[config.mk]
export PLATFORM = sky130hd
export DESIGN_NAME = nic_regport
export DESIGN_NICKNAME = d
export VERILOG_FILES = /design/src/rtl/nic_regport_pkg.sv /design/src/rtl/nic_regport_decode.sv /design/src/rtl/nic_regport_bank.sv /design/src/rtl/nic_regport_ctl.sv /design/src/rtl/nic_regport.sv
export SDC_FILE = /design/constraint.sdc
export NUM_CORES = 1
export LEC_CHECK = 0
export BUFFER_PORTS_ARGS = -buffer_cell sky130_fd_sc_hd__clkbuf_2
export CORE_AREA = 2 2 135 137
export CTS_CLUSTER_SIZE = 14
export DETAILED_ROUTE_END_ITERATION = 16
export DIE_AREA = 0 0 137 139
export PLACE_DENSITY_LB_ADDON = 0.25
export SLEW_MARGIN = 20
export SYNTH_ARGS = -nofsm -noshare
export SYNTH_HDL_FRONTEND = slang
export SYNTH_SLANG_ARGS = --single-unit
[constraint.sdc]
create_clock -name clk -period 5.85 [get_ports clk]
set_input_delay 0.2925 -clock clk [delete_from_list [all_inputs] [get_ports clk]]
set_output_delay 0.2925 -clock clk [all_outputs]
set_load 0.02 [all_outputs]
[src/rtl/nic_regport_pkg.sv]
package nic_regport_pkg;

  localparam int OFF_W = 5;
  localparam int REG_W = 16;
  localparam int BUS_W = 32;

  typedef enum logic [2:0] {
    PSEL_NONE,
    PSEL_DATA,
    PSEL_PTR,
    PSEL_RESET,
    PSEL_CFG
  } psel_e;

  // word-spaced map
  localparam logic [OFF_W-1:0] W16_DATA  = 5'h10;
  localparam logic [OFF_W-1:0] W16_PTR   = 5'h12;
  localparam logic [OFF_W-1:0] W16_RESET = 5'h14;
  localparam logic [OFF_W-1:0] W16_CFG   = 5'h16;
  // doubleword-spaced map
  localparam logic [OFF_W-1:0] W32_DATA  = 5'h10;
  localparam logic [OFF_W-1:0] W32_PTR   = 5'h14;
  localparam logic [OFF_W-1:0] W32_RESET = 5'h18;
  localparam logic [OFF_W-1:0] W32_CFG   = 5'h1C;

  // control register 0 bit positions
  localparam int B_INIT = 0;
  localparam int B_STRT = 1;
  localparam int B_STOP = 2;
  localparam int B_TDMD = 3;
  localparam int B_IENA = 6;
  localparam int B_IDON = 8;

  localparam logic [REG_W-1:0] IDX_CTRL  = 16'd0;
  localparam logic [REG_W-1:0] IDX_ID_LO = 16'd88;
  localparam logic [REG_W-1:0] IDX_ID_HI = 16'd89;
  localparam logic [REG_W-1:0] IDX_STYLE = 16'd20;

  localparam int CSR_RW_N = 6;
  localparam logic [CSR_RW_N-1:0][REG_W-1:0] CSR_RW_IDX =
    {16'd124, 16'd5, 16'd4, 16'd3, 16'd2, 16'd1};

  localparam int BCR_RW_N = 5;
  localparam logic [BCR_RW_N-1:0][REG_W-1:0] BCR_RW_IDX =
    {16'd32, 16'd20, 16'd18, 16'd9, 16'd2};

  function automatic int style_slot();
    for (int i = 0; i < BCR_RW_N; i++) begin
      if (BCR_RW_IDX[i] == IDX_STYLE) return i;
    end
    return 0;
  endfunction

  localparam int STYLE_SLOT = style_slot();

endpackage

[src/rtl/nic_regport_decode.sv]
module nic_regport_decode
  import nic_regport_pkg::*;
(
  input  logic [OFF_W-1:0] off,
  input  logic             dword_q,
  input  logic             wr,
  input  logic             dw,
  output psel_e            psel,
  output logic             dw_latch
);

  logic eff_dw;

  // a 32-bit pointer write in word mode switches maps in the same access
  assign dw_latch = wr && dw && (off == W32_PTR) && !dword_q;
  assign eff_dw   = dword_q || dw_latch;

  always_comb begin
    psel = PSEL_NONE;
    if (eff_dw) begin
      case (off)
        W32_DATA:  psel = PSEL_DATA;
        W32_PTR:   psel = PSEL_PTR;
        W32_RESET: psel = PSEL_RESET;
        W32_CFG:   psel = PSEL_CFG;
        default:   psel = PSEL_NONE;
      endcase
    end else begin
      case (off)
        W16_DATA:  psel = PSEL_DATA;
        W16_PTR:   psel = PSEL_PTR;
        W16_RESET: psel = PSEL_RESET;
        W16_CFG:   psel = PSEL_CFG;
        default:   psel = PSEL_NONE;
      endcase
    end
  end

endmodule

[src/rtl/nic_regport_bank.sv]
module nic_regport_bank
  import nic_regport_pkg::*;
#(
  parameter int                        N   = 2,
  parameter logic [N-1:0][REG_W-1:0]   IDX = {16'd2, 16'd1}
)(
  input  logic                      clk,
  input  logic                      rst_n,
  input  logic                      clr,
  input  logic                      wr,
  input  logic [REG_W-1:0]          ptr,
  input  logic [REG_W-1:0]          wd,
  output logic [REG_W-1:0]          rd,
  output logic [N-1:0][REG_W-1:0]   vals
);

  logic [N-1:0] hit;

  for (genvar i = 0; i < N; i++) begin : g_slot
    logic [REG_W-1:0] q;
    logic [REG_W-1:0] d;
    logic             en;

    assign hit[i] = (ptr == IDX[i]);
    assign en     = clr || (wr && hit[i]);
    assign d      = clr ? '0 : wd;

    always_ff @(posedge clk or negedge rst_n) begin
      if (!rst_n)  q <= '0;
      else if (en) q <= d;
    end

    assign vals[i] = q;
  end

  always_comb begin
    rd = '0;
    for (int i = 0; i < N; i++) begin
      if (hit[i]) rd = rd | vals[i];
    end
  end

  AST_HIT_UNIQUE: assert property (@(posedge clk) disable iff (!rst_n)
    $onehot0(hit));

  AST_MISS_NO_WRITE: assert property (@(posedge clk) disable iff (!rst_n)
    (!clr && !(wr && (|hit))) |=> $stable(vals));

endmodule

[src/rtl/nic_regport_ctl.sv]
module nic_regport_ctl
  import nic_regport_pkg::*;
#(
  parameter int INIT_CYCLES = 4
)(
  input  logic             clk,
  input  logic             rst_n,
  input  logic             clr,
  input  logic             wr,
  input  logic [REG_W-1:0] wd,
  output logic [REG_W-1:0] csr0,
  output logic             run,
  output logic             tx_poll
);

  localparam int CNT_W = $clog2(INIT_CYCLES + 1);

  logic             init_q, strt_q, stop_q, iena_q, idon_q, poll_q;
  logic             init_d, strt_d, stop_d, iena_d, idon_d, poll_d;
  logic [CNT_W-1:0] cnt_q, cnt_d;
  logic             done, en;

  assign done = (cnt_q == CNT_W'(1));
  assign en   = clr || wr || (cnt_q != '0) || poll_q;

  always_comb begin
    init_d = init_q;
    strt_d = strt_q;
    stop_d = stop_q;
    iena_d = iena_q;
    idon_d = idon_q;
    cnt_d  = cnt_q;
    poll_d = 1'b0;
    if (cnt_q != '0) cnt_d = cnt_q - CNT_W'(1);
    if (done) begin
      init_d = 1'b0;
      idon_d = 1'b1;
    end
    if (clr || (wr && wd[B_STOP])) begin
      stop_d = 1'b1;
      strt_d = 1'b0;
      init_d = 1'b0;
      iena_d = 1'b0;
      idon_d = 1'b0;
      cnt_d  = '0;
    end else if (wr) begin
      if (wd[B_INIT]) begin
        init_d = 1'b1;
        stop_d = 1'b0;
        cnt_d  = CNT_W'(INIT_CYCLES);
        idon_d = idon_q && !wd[B_IDON];
      end else if (wd[B_IDON]) begin
        idon_d = done;
      end
      if (wd[B_STRT]) begin
        strt_d = 1'b1;
        stop_d = 1'b0;
      end
      iena_d = wd[B_IENA];
      poll_d = wd[B_TDMD] && (strt_q || wd[B_STRT]);
    end
  end

  always_ff @(posedge clk or negedge rst_n) begin
    if (!rst_n) begin
      init_q <= 1'b0;
      strt_q <= 1'b0;
      stop_q <= 1'b1;
      iena_q <= 1'b0;
      idon_q <= 1'b0;
      poll_q <= 1'b0;
      cnt_q  <= '0;
    end else if (en) begin
      init_q <= init_d;
      strt_q <= strt_d;
      stop_q <= stop_d;
      iena_q <= iena_d;
      idon_q <= idon_d;
      poll_q <= poll_d;
      cnt_q  <= cnt_d;
    end
  end

  always_comb begin
    csr0         = '0;
    csr0[B_INIT] = init_q;
    csr0[B_STRT] = strt_q;
    csr0[B_STOP] = stop_q;
    csr0[B_IENA] = iena_q;
    csr0[B_IDON] = idon_q;
  end

  assign run     = strt_q;
  assign tx_poll = poll_q;

  AST_STOP_ALONE: assert property (@(posedge clk) disable iff (!rst_n)
    stop_q |-> (!strt_q && !init_q && !iena_q && !idon_q));

  AST_CLR_STOPPED: assert property (@(posedge clk) disable iff (!rst_n)
    clr |=> (csr0 == 16'h0004));

  AST_IDON_TIMING: assert property (@(posedge clk) disable iff (!rst_n)
    (done && !clr && !(wr && (wd[B_INIT] || wd[B_STOP]))) |=> (idon_q && !init_q));

  AST_POLL_RUN: assert property (@(posedge clk) disable iff (!rst_n)
    tx_poll |-> run);

endmodule

[src/rtl/nic_regport.sv]
module nic_regport
  import nic_regport_pkg::*;
#(
  parameter logic [15:0] PART_CODE   = 16'h2625,
  parameter int          INIT_CYCLES = 4
)(
  input  logic             clk,
  input  logic             rst_n,
  input  logic [OFF_W-1:0] bus_off,
  input  logic             bus_rd,
  input  logic             bus_wr,
  input  logic             bus_dw,
  input  logic [BUS_W-1:0] bus_wdata,
  output logic [BUS_W-1:0] bus_rdata,
  output logic             dword_mode,
  output logic             ctl_run,
  output logic             tx_poll,
  output logic             desc32
);

  localparam logic [31:0] ID_WORD = {4'h0, PART_CODE, 12'h003};

  psel_e            psel;
  logic             dw_latch, clr;
  logic             wr_ptr, wr_data, wr_cfg, wr_ctrl;
  logic             dword_q, dword_d, dword_en;
  logic [REG_W-1:0] ptr_q, ptr_d;
  logic             ptr_en;
  logic [REG_W-1:0] wd16, csr0, csr_bank_rd, bcr_rd, csr_rd;
  logic [CSR_RW_N-1:0][REG_W-1:0] csr_vals;
  logic [BCR_RW_N-1:0][REG_W-1:0] bcr_vals;
  logic             unused_bits;

  nic_regport_decode u_dec (
    .off      (bus_off),
    .dword_q  (dword_q),
    .wr       (bus_wr),
    .dw       (bus_dw),
    .psel     (psel),
    .dw_latch (dw_latch)
  );

  assign wd16    = bus_wdata[REG_W-1:0];
  assign clr     = bus_rd && (psel == PSEL_RESET);
  assign wr_ptr  = bus_wr && !clr && (psel == PSEL_PTR);
  assign wr_data = bus_wr && !clr && (psel == PSEL_DATA);
  assign wr_cfg  = bus_wr && !clr && (psel == PSEL_CFG);
  assign wr_ctrl = wr_data && (ptr_q == IDX_CTRL);

  // mode latch
  assign dword_en = clr || dw_latch;
  assign dword_d  = !clr;

  // pointer register
  assign ptr_en = clr || wr_ptr;
  assign ptr_d  = clr ? '0 : wd16;

  always_ff @(posedge clk or negedge rst_n) begin
    if (!rst_n) begin
      dword_q <= 1'b0;
      ptr_q   <= '0;
    end else begin
      if (dword_en) dword_q <= dword_d;
      if (ptr_en)   ptr_q   <= ptr_d;
    end
  end

  nic_regport_ctl #(.INIT_CYCLES(INIT_CYCLES)) u_ctl (
    .clk     (clk),
    .rst_n   (rst_n),
    .clr     (clr),
    .wr      (wr_ctrl),
    .wd      (wd16),
    .csr0    (csr0),
    .run     (ctl_run),
    .tx_poll (tx_poll)
  );

  nic_regport_bank #(.N(CSR_RW_N), .IDX(CSR_RW_IDX)) u_csr_bank (
    .clk   (clk),
    .rst_n (rst_n),
    .clr   (clr),
    .wr    (wr_data),
    .ptr   (ptr_q),
    .wd    (wd16),
    .rd    (csr_bank_rd),
    .vals  (csr_vals)
  );

  nic_regport_bank #(.N(BCR_RW_N), .IDX(BCR_RW_IDX)) u_bcr_bank (
    .clk   (clk),
    .rst_n (rst_n),
    .clr   (clr),
    .wr    (wr_cfg),
    .ptr   (ptr_q),
    .wd    (wd16),
    .rd    (bcr_rd),
    .vals  (bcr_vals)
  );

  always_comb begin
    case (ptr_q)
      IDX_CTRL:  csr_rd = csr0;
      IDX_ID_LO: csr_rd = ID_WORD[15:0];
      IDX_ID_HI: csr_rd = ID_WORD[31:16];
      default:   csr_rd = csr_bank_rd;
    endcase
  end

  always_comb begin
    bus_rdata = '0;
    if (bus_rd) begin
      case (psel)
        PSEL_DATA: bus_rdata[REG_W-1:0] = csr_rd;
        PSEL_PTR:  bus_rdata[REG_W-1:0] = ptr_q;
        PSEL_CFG:  bus_rdata[REG_W-1:0] = bcr_rd;
        default:   bus_rdata = '0;
      endcase
    end
  end

  assign dword_mode  = dword_q;
  assign desc32      = (bcr_vals[STYLE_SLOT][7:0] == 8'd2);
  assign unused_bits = ^{bus_wdata[BUS_W-1:REG_W], csr_vals, bcr_vals};

  AST_MODE_STICKY: assert property (@(posedge clk) disable iff (!rst_n)
    (dword_q && !clr) |=> dword_q);

  AST_PTR_LOAD: assert property (@(posedge clk) disable iff (!rst_n)
    wr_ptr |=> (ptr_q == $past(wd16)));

  AST_RESET_PORT: assert property (@(posedge clk) disable iff (!rst_n)
    clr |=> (ptr_q == '0 && !dword_q));

endmodule

==> metrics.txt, run 1 <==
CTS-repair resized insts=0; clock root buffer=sky130_fd_sc_hd__clkbuf_16; fraction of the yosys area taken by sequential cells=48.5%; Die H=139 um; count of pins over their slew limit=0; synth top area cells=sky130_fd_sc_hd__dfrtp_1, sky130_fd_sc_hd__nand2_1, sky130_fd_sc_hd__a21oi_1; effective utilization at floorplan=59.1%; clock sink total=202; Initial DRT Pass Iterations=8; dpl hpwl=19,400 um; path class of the lowest-slack min-delay path=in -> reg; worst-path maximum fanout=17; vias in the first global route=8,790; number of remaining DRC errors=0; worst reg2reg path depth=6; Power Total=3.35 mW; wire length per cell after detailed routing=20.6 um; number of flops mapped to enable cells by yosys=0; met2 capacity usage during global routing=49.8%; Die Width=137 um; maximum number of pins on one net before global-route repair=122; count of mapped cells out of synthesis=1,257; wirelength, routed=30,500 um; depth of the CTS H-tree=1; Reg2Reg Setup Slack=2.04 ns; Post-CTS Setup Inserts=0; finished layout cell area=11,400 um^2; clock insertion delay at the later pin of the skew report=0.51 ns; setup tns final=0 ns; residual antenna-violating net count after detailed routing=0; ratio of cells with drive above 1 in the final layout=9.71%; met3 usage in global routing=5.23%; met1 global-route usage=47.7%; final estimated routing congestion in global placement=0.884; number of buffers inserted during clock tree synthesis=22; status=complete, no violations; Slew Limit Headroom=22.5%; placed insts=1,447; combined area of all synthesized cells=10,400 um^2; worst vdd rail ir drop=0.234 mV; Critical Path Sink Type=output port; Total Die Area=19,000 um^2; setup violation total in the final timing report=0; number of top-level design ports=78; RSZ-0062 raised after global routing=false; wire length of the first global-routing pass=48,500 um; number of storage elements in the synthesis netlist=202; Cell variety after synth=68; CTS clk-pin slew, worst paths=0.06 ns; min cycle time layout=4.23 ns; Hold Path Depth=4; warnings from Yosys=0; leakage dissipation=5.27 nW; clock group share of total power=40.1%; via count normalized by instance count=6.29; number of endpoints with negative hold slack in the final report=0; antenna fix cells=0; Top Usage Layer GRT=met2; mean cell area of the mapped netlist=8.30 um^2; Core ar.=17,700 um^2; post-route fraction of the period consumed by the critical path=72.4%; sequential share of power=45.6%; std cell rows=49; Worst Hold Margin=0.122 ns; max-cap violations=0; internal power=2.38 mW; vias=9,334; leading cell type by number of instances after synthesis=sky130_fd_sc_hd__nand2_1; GRT Util Overall=32.4%; number of non-filler instances in the completed layout=1,485; slew of the pin with the lowest slew margin=1.16 ns; critical path startpoint category=flip-flop; proportion of netlist area held by the largest area contributor=48.2%; maximum clock skew at final layout=0.00657 ns; antenna violations before repair=0; utilization of the core after routing=64.3%; CTS tree=done; NetSw=0.966 mW; worst slack after detailed placement=2.19 ns; initial drt markers=1,127; primary flip-flop cell chosen by synthesis mapping=sky130_fd_sc_hd__dfrtp_1; required time of the worst setup path=5.56 ns; Final nets=1,288; Achievable Freq=236 MHz; top cell types by occurrence after synthesis=sky130_fd_sc_hd__nand2_1, sky130_fd_sc_hd__dfrtp_1, sky130_fd_sc_hd__a21oi_1, sky130_fd_sc_hd__nand3_1, sky130_fd_sc_hd__clkbuf_1; category of the most critical setup path=reg -> out; number of buffers added on ports=45; GRT overflow=0; proportion of synthesized flip-flops having asynchronous set or reset=100%; placed instance area=10,600 um^2; Net Sw Frac=28.8%; Final Worst Setup Slack=1.62 ns; leading area contributor after synthesis=sky130_fd_sc_hd__dfrtp_1; WP data arrival=3.94 ns; combinational share of power=14.2%; Power Density=295 nW/um^2; maximum count of clock buffers along a single path=3; area growth from synthesis to layout=8.85%
[critical path, stage by stage, from the launching register on]
cell	delay (ns)
sky130_fd_sc_hd__dfrtp_1	0.73
sky130_fd_sc_hd__nor3b_1	0.61
sky130_fd_sc_hd__nand4_1	0.35
sky130_fd_sc_hd__nor2_1	0.82
sky130_fd_sc_hd__a222oi_1	0.26
sky130_fd_sc_hd__a31oi_1	0.30
sky130_fd_sc_hd__a21o_1	0.18
sky130_fd_sc_hd__clkbuf_2	0.18
[cell families after synthesis]
group / share of synthesized area, %
other cells: 0.0360
xor+xnor: 0.0840
compound gates: 14.8
fa+ha+maj: 0.360
simple gates: 27.9
mux: 3.13
flops: 48.5
buf+inv: 5.30
[cell type report]
cell class	count	area [um^2]
Fill cell	1531	6300
Sequential cell	202	5060
Multi-Input combinational cell	947	4920
Clock buffer	34	677
Timing Repair Buffer	62	364
Tap cell	229	287
Inverter	8	30.0
Clock inverter	3	15.0
[power by group through the flow]
stage                     clock network [mW]  logic (mW)  registers [mW]
after global placement                     0       0.452            1.55
after floorplan                            0       0.335            1.52
after detailed placement                   0       0.466            1.55
final                                   1.34       0.477            1.53
after global routing                    1.41       0.517            1.54
after CTS                               1.35       0.467            1.53
[final timing paths]
check	from	endpoint
max in group asynchronous	rst_n	u_bcr_bank.g_slot[1].q[3]$_DFFE_PN0P_
worst max register to register	ptr_q[13]$_DFFE_PN0P_	u_csr_bank.g_slot[0].q[11]$_DFFE_PN0P_
worst min register to register	u_bcr_bank.g_slot[0].q[0]$_DFFE_PN0P_	u_bcr_bank.g_slot[0].q[0]$_DFFE_PN0P_
worst min-delay path	bus_dw	dword_mode$_DFFE_PN0P_
min in group asynchronous	rst_n	u_csr_bank.g_slot[2].q[15]$_DFFE_PN0P_
worst max-delay path	ptr_q[0]$_DFFE_PN0P_	bus_rdata[4]
[metal layers]
layer	routed length, um	vias to the layer above
li1	-	4268
met5	0	-
met2	14000	470
met1	12900	4535
met4	851	0
met3	2740	61
[cells in the final DEF (no fill, tap or decap), types with 11 or more instances in the layout]
cell	netlist	routed
sky130_fd_sc_hd__mux2i_1	27	27
sky130_fd_sc_hd__clkbuf_2	0	44
sky130_fd_sc_hd__nor2_1	50	49
sky130_fd_sc_hd__o21ai_0	19	19
sky130_fd_sc_hd__clkbuf_16	0	23
sky130_fd_sc_hd__buf_4	16	16
sky130_fd_sc_hd__a22oi_1	24	24
sky130_fd_sc_hd__conb_1	1	16
sky130_fd_sc_hd__dfrtp_1	201	201
sky130_fd_sc_hd__nand2_1	418	418
sky130_fd_sc_hd__a21oi_1	117	117
sky130_fd_sc_hd__nand3_1	99	98
sky130_fd_sc_hd__a222oi_1	13	13
sky130_fd_sc_hd__nor4_1	13	11
[sequential cells by signal, summed over array words and instances, names as in the netlist]
signal and count:
u_ctl.tx_poll 1, u_ctl.stop_q 1, u_bcr_bank.g_slot.q 80, u_ctl.run 1, u_csr_bank.g_slot.q 96, u_ctl.init_q 1
dword_mode 1, ptr_q 16, u_ctl.cnt_q 3, u_ctl.iena_q 1, u_ctl.idon_q 1
[what timing repair did]
item | CTS | global route
endpoints found under the hold margin | 43 | 0
endpoints found under the setup margin | 0 | 0
hold buffers | 1 | 0
Power figures use the tool's default switching activity.
==> run 2: changes to the inputs <==
clock period = 4 ns   (was 5.85 ns; I/O delays follow)
==> metrics.txt, run 2 (synthesis results as in run 1) <==
post-route fraction of the period consumed by the critical path=93.0%; vias in the first global route=8,958 (+1.9%); Power Density=434 nW/um^2 (+47%); Final Worst Setup Slack=0.281 ns (-1.34 ns); category of the most critical setup path=reg -> out; clock insertion delay at the later pin of the skew report=0.52 ns (about the same); number of hold buffers added after cts=1 (unchanged); worst vdd rail ir drop=0.365 mV (+56%); depth of the CTS H-tree=1 (unchanged); slew of the pin with the lowest slew margin=0.890 ns (-0.269 ns); Die Width=137 um (unchanged); initial drt markers=1,268 (+13%); Slew Limit Headroom=40.7% (+18 points); final estimated routing congestion in global placement=0.925 (+4.7%); via count normalized by instance count=6.25 (-0.54%); min cycle time layout=3.72 ns; Critical Path Sink Type=output port; setup violation total in the final timing report=0 (unchanged); flip-flop count of the largest register, all copies and words added=96 (unchanged); startpoint of the most critical hold path=bus_dw; clock root buffer=sky130_fd_sc_hd__clkbuf_16; Post-CTS Setup Inserts=0 (unchanged); vias=9,396 (+0.66%); Core ar.=17,700 um^2 (unchanged); worst reg2reg path depth=5 (-1); RSZ-0062 raised after global routing=false; antenna violations before repair=0 (unchanged); path class of the lowest-slack min-delay path=in -> reg; GRT Util Overall=32.6% (+0.18 points); number of endpoints with negative hold slack in the final report=0 (unchanged); number of buffers inserted during clock tree synthesis=22 (unchanged); end of the worst register-to-register path=u_bcr_bank.g_slot[1].q[12]$_DFFE_PN0P_; largest registers ranked by flip-flop count=u_csr_bank.g_slot.q (96), u_bcr_bank.g_slot.q (80), ptr_q (16); Total Die Area=19,000 um^2 (unchanged); wire length of the first global-routing pass=49,000 um (+0.94%); max-cap violations=0 (unchanged); maximum number of pins on one net before global-route repair=110 (-9.8%); largest reg by FF count=u_csr_bank.g_slot.q; worst-path maximum fanout=7 (-10); leakage dissipation=5.35 nW (+1.5%); Worst R2R Start=ptr_q[7]$_DFFE_PN0P_; commonest non-fill, non-tap cell in the layout=sky130_fd_sc_hd__nand2_1; maximum clock skew at final layout=0.0148 ns (+0.00824 ns); maximum count of clock buffers along a single path=3 (unchanged); Hold Path Depth=4 (unchanged); number of top-level design ports=78 (unchanged); dpl hpwl=19,600 um (+0.63%); commonest cells after routing, fill and taps aside=sky130_fd_sc_hd__nand2_1, sky130_fd_sc_hd__dfrtp_1, sky130_fd_sc_hd__a21oi_1; critical path startpoint category=flip-flop; clock sink total=202 (unchanged); WHS Endpoint=dword_mode$_DFFE_PN0P_; ratio of cells with drive above 1 in the final layout=10.8% (+1.1 points); CTS clk-pin slew, worst paths=0.06 ns (about the same); status=complete, no violations; number of buffers added on ports=45 (unchanged); Die H=139 um (unchanged); CTS tree=done; wirelength, routed=30,500 um (-0.21%); antenna fix cells=0 (unchanged); wire length per cell after detailed routing=20.3 um (-1.4%); area growth from synthesis to layout=10.3%; number of remaining DRC errors=0 (unchanged); Reg2Reg Setup Slack=0.93 ns (-1.11 ns); CTS-repair resized insts=0 (unchanged); worst slack after detailed placement=0.933 ns (-1.25 ns); GRT overflow=0 (unchanged); required time of the worst setup path=3.80 ns (-1.76 ns); effective utilization at floorplan=59.1% (unchanged); setup tns final=0 ns (unchanged); WP data arrival=3.52 ns (-0.42 ns); residual antenna-violating net count after detailed routing=0 (unchanged); Final nets=1,304 (+1.2%); Achievable Freq=269 MHz; Initial DRT Pass Iterations=6 (-2); count of pins over their slew limit=0 (unchanged); std cell rows=49 (unchanged); Fillers=1,512 (-1.2%)
run 2: area by class of cell:
| class | instances | area [um^2] | area share (%) |
|---|---|---|---|
| Tap cell | 229 | 287 | 2.49 |
| Clock buffer | 34 | 687 | 5.97 |
| Multi-Input combinational cell | 947 | 4900 | 42.6 |
| Inverter | 8 | 30.0 | 0.261 |
| Clock inverter | 5 | 52.6 | 0.457 |
| Sequential cell | 202 | 5060 | 43.9 |
| Timing Repair Buffer | 78 | 497 | 4.32 |
run 2: worst max-delay path: stages, from the launching register on:
cell                       delay [ns]
sky130_fd_sc_hd__dfrtp_1         0.45
sky130_fd_sc_hd__nor4_1          0.65
sky130_fd_sc_hd__nand3_1         0.43
sky130_fd_sc_hd__nor3_2          0.25
sky130_fd_sc_hd__buf_4           0.18
sky130_fd_sc_hd__o21ai_0         0.09
sky130_fd_sc_hd__buf_4           0.21
sky130_fd_sc_hd__and4_1          0.21
sky130_fd_sc_hd__o21ai_0         0.31
sky130_fd_sc_hd__clkbuf_2        0.24
run 2: layer usage:
layer / routed length, um / GRT usage (%)
met1: 12800 / 47.8
met4: 958 / 9.98
met3: 2790 / 5.74
met2: 14000 / 49.7
met5: 0 / 0
run 2: per-stage QoR:
step	area [um^2]	util, %	total power [mW]	instances	hold WS, ns
floorplan	10500	-	2.71	1272	-0.0956
detailed placement	10800	60.9	2.95	1463	0.384
global route	11500	65.2	5.18	1503	0.0555
finish	11500	65.2	5.00	1503	0.0126
global placement	10800	60.9	2.93	1463	0.382
CTS	11500	65.2	5.00	1503	0.00868
run 2: how the worst max path moves through the flow:
stage / cells past startpoint / slack (ns) / from / to
final: 9 / 0.28 / ptr_q[7]$_DFFE_PN0P_ / bus_rdata[14]
after CTS: 9 / 0.39 / ptr_q[7]$_DFFE_PN0P_ / bus_rdata[14]
after global placement: 9 / 0.97 / ptr_q[7]$_DFFE_PN0P_ / bus_rdata[14]
after floorplan: 7 / 1.19 / ptr_q[1]$_DFFE_PN0P_ / bus_rdata[12]
after detailed placement: 9 / 0.93 / ptr_q[7]$_DFFE_PN0P_ / bus_rdata[14]
after global routing: 9 / 0.15 / ptr_q[7]$_DFFE_PN0P_ / bus_rdata[14]
run 2: where the power goes:
part           switching [mW]  internal [mW]
registers              0.0984           2.13
clock network           0.830           1.24
logic                   0.486          0.217
total                    1.41           3.59
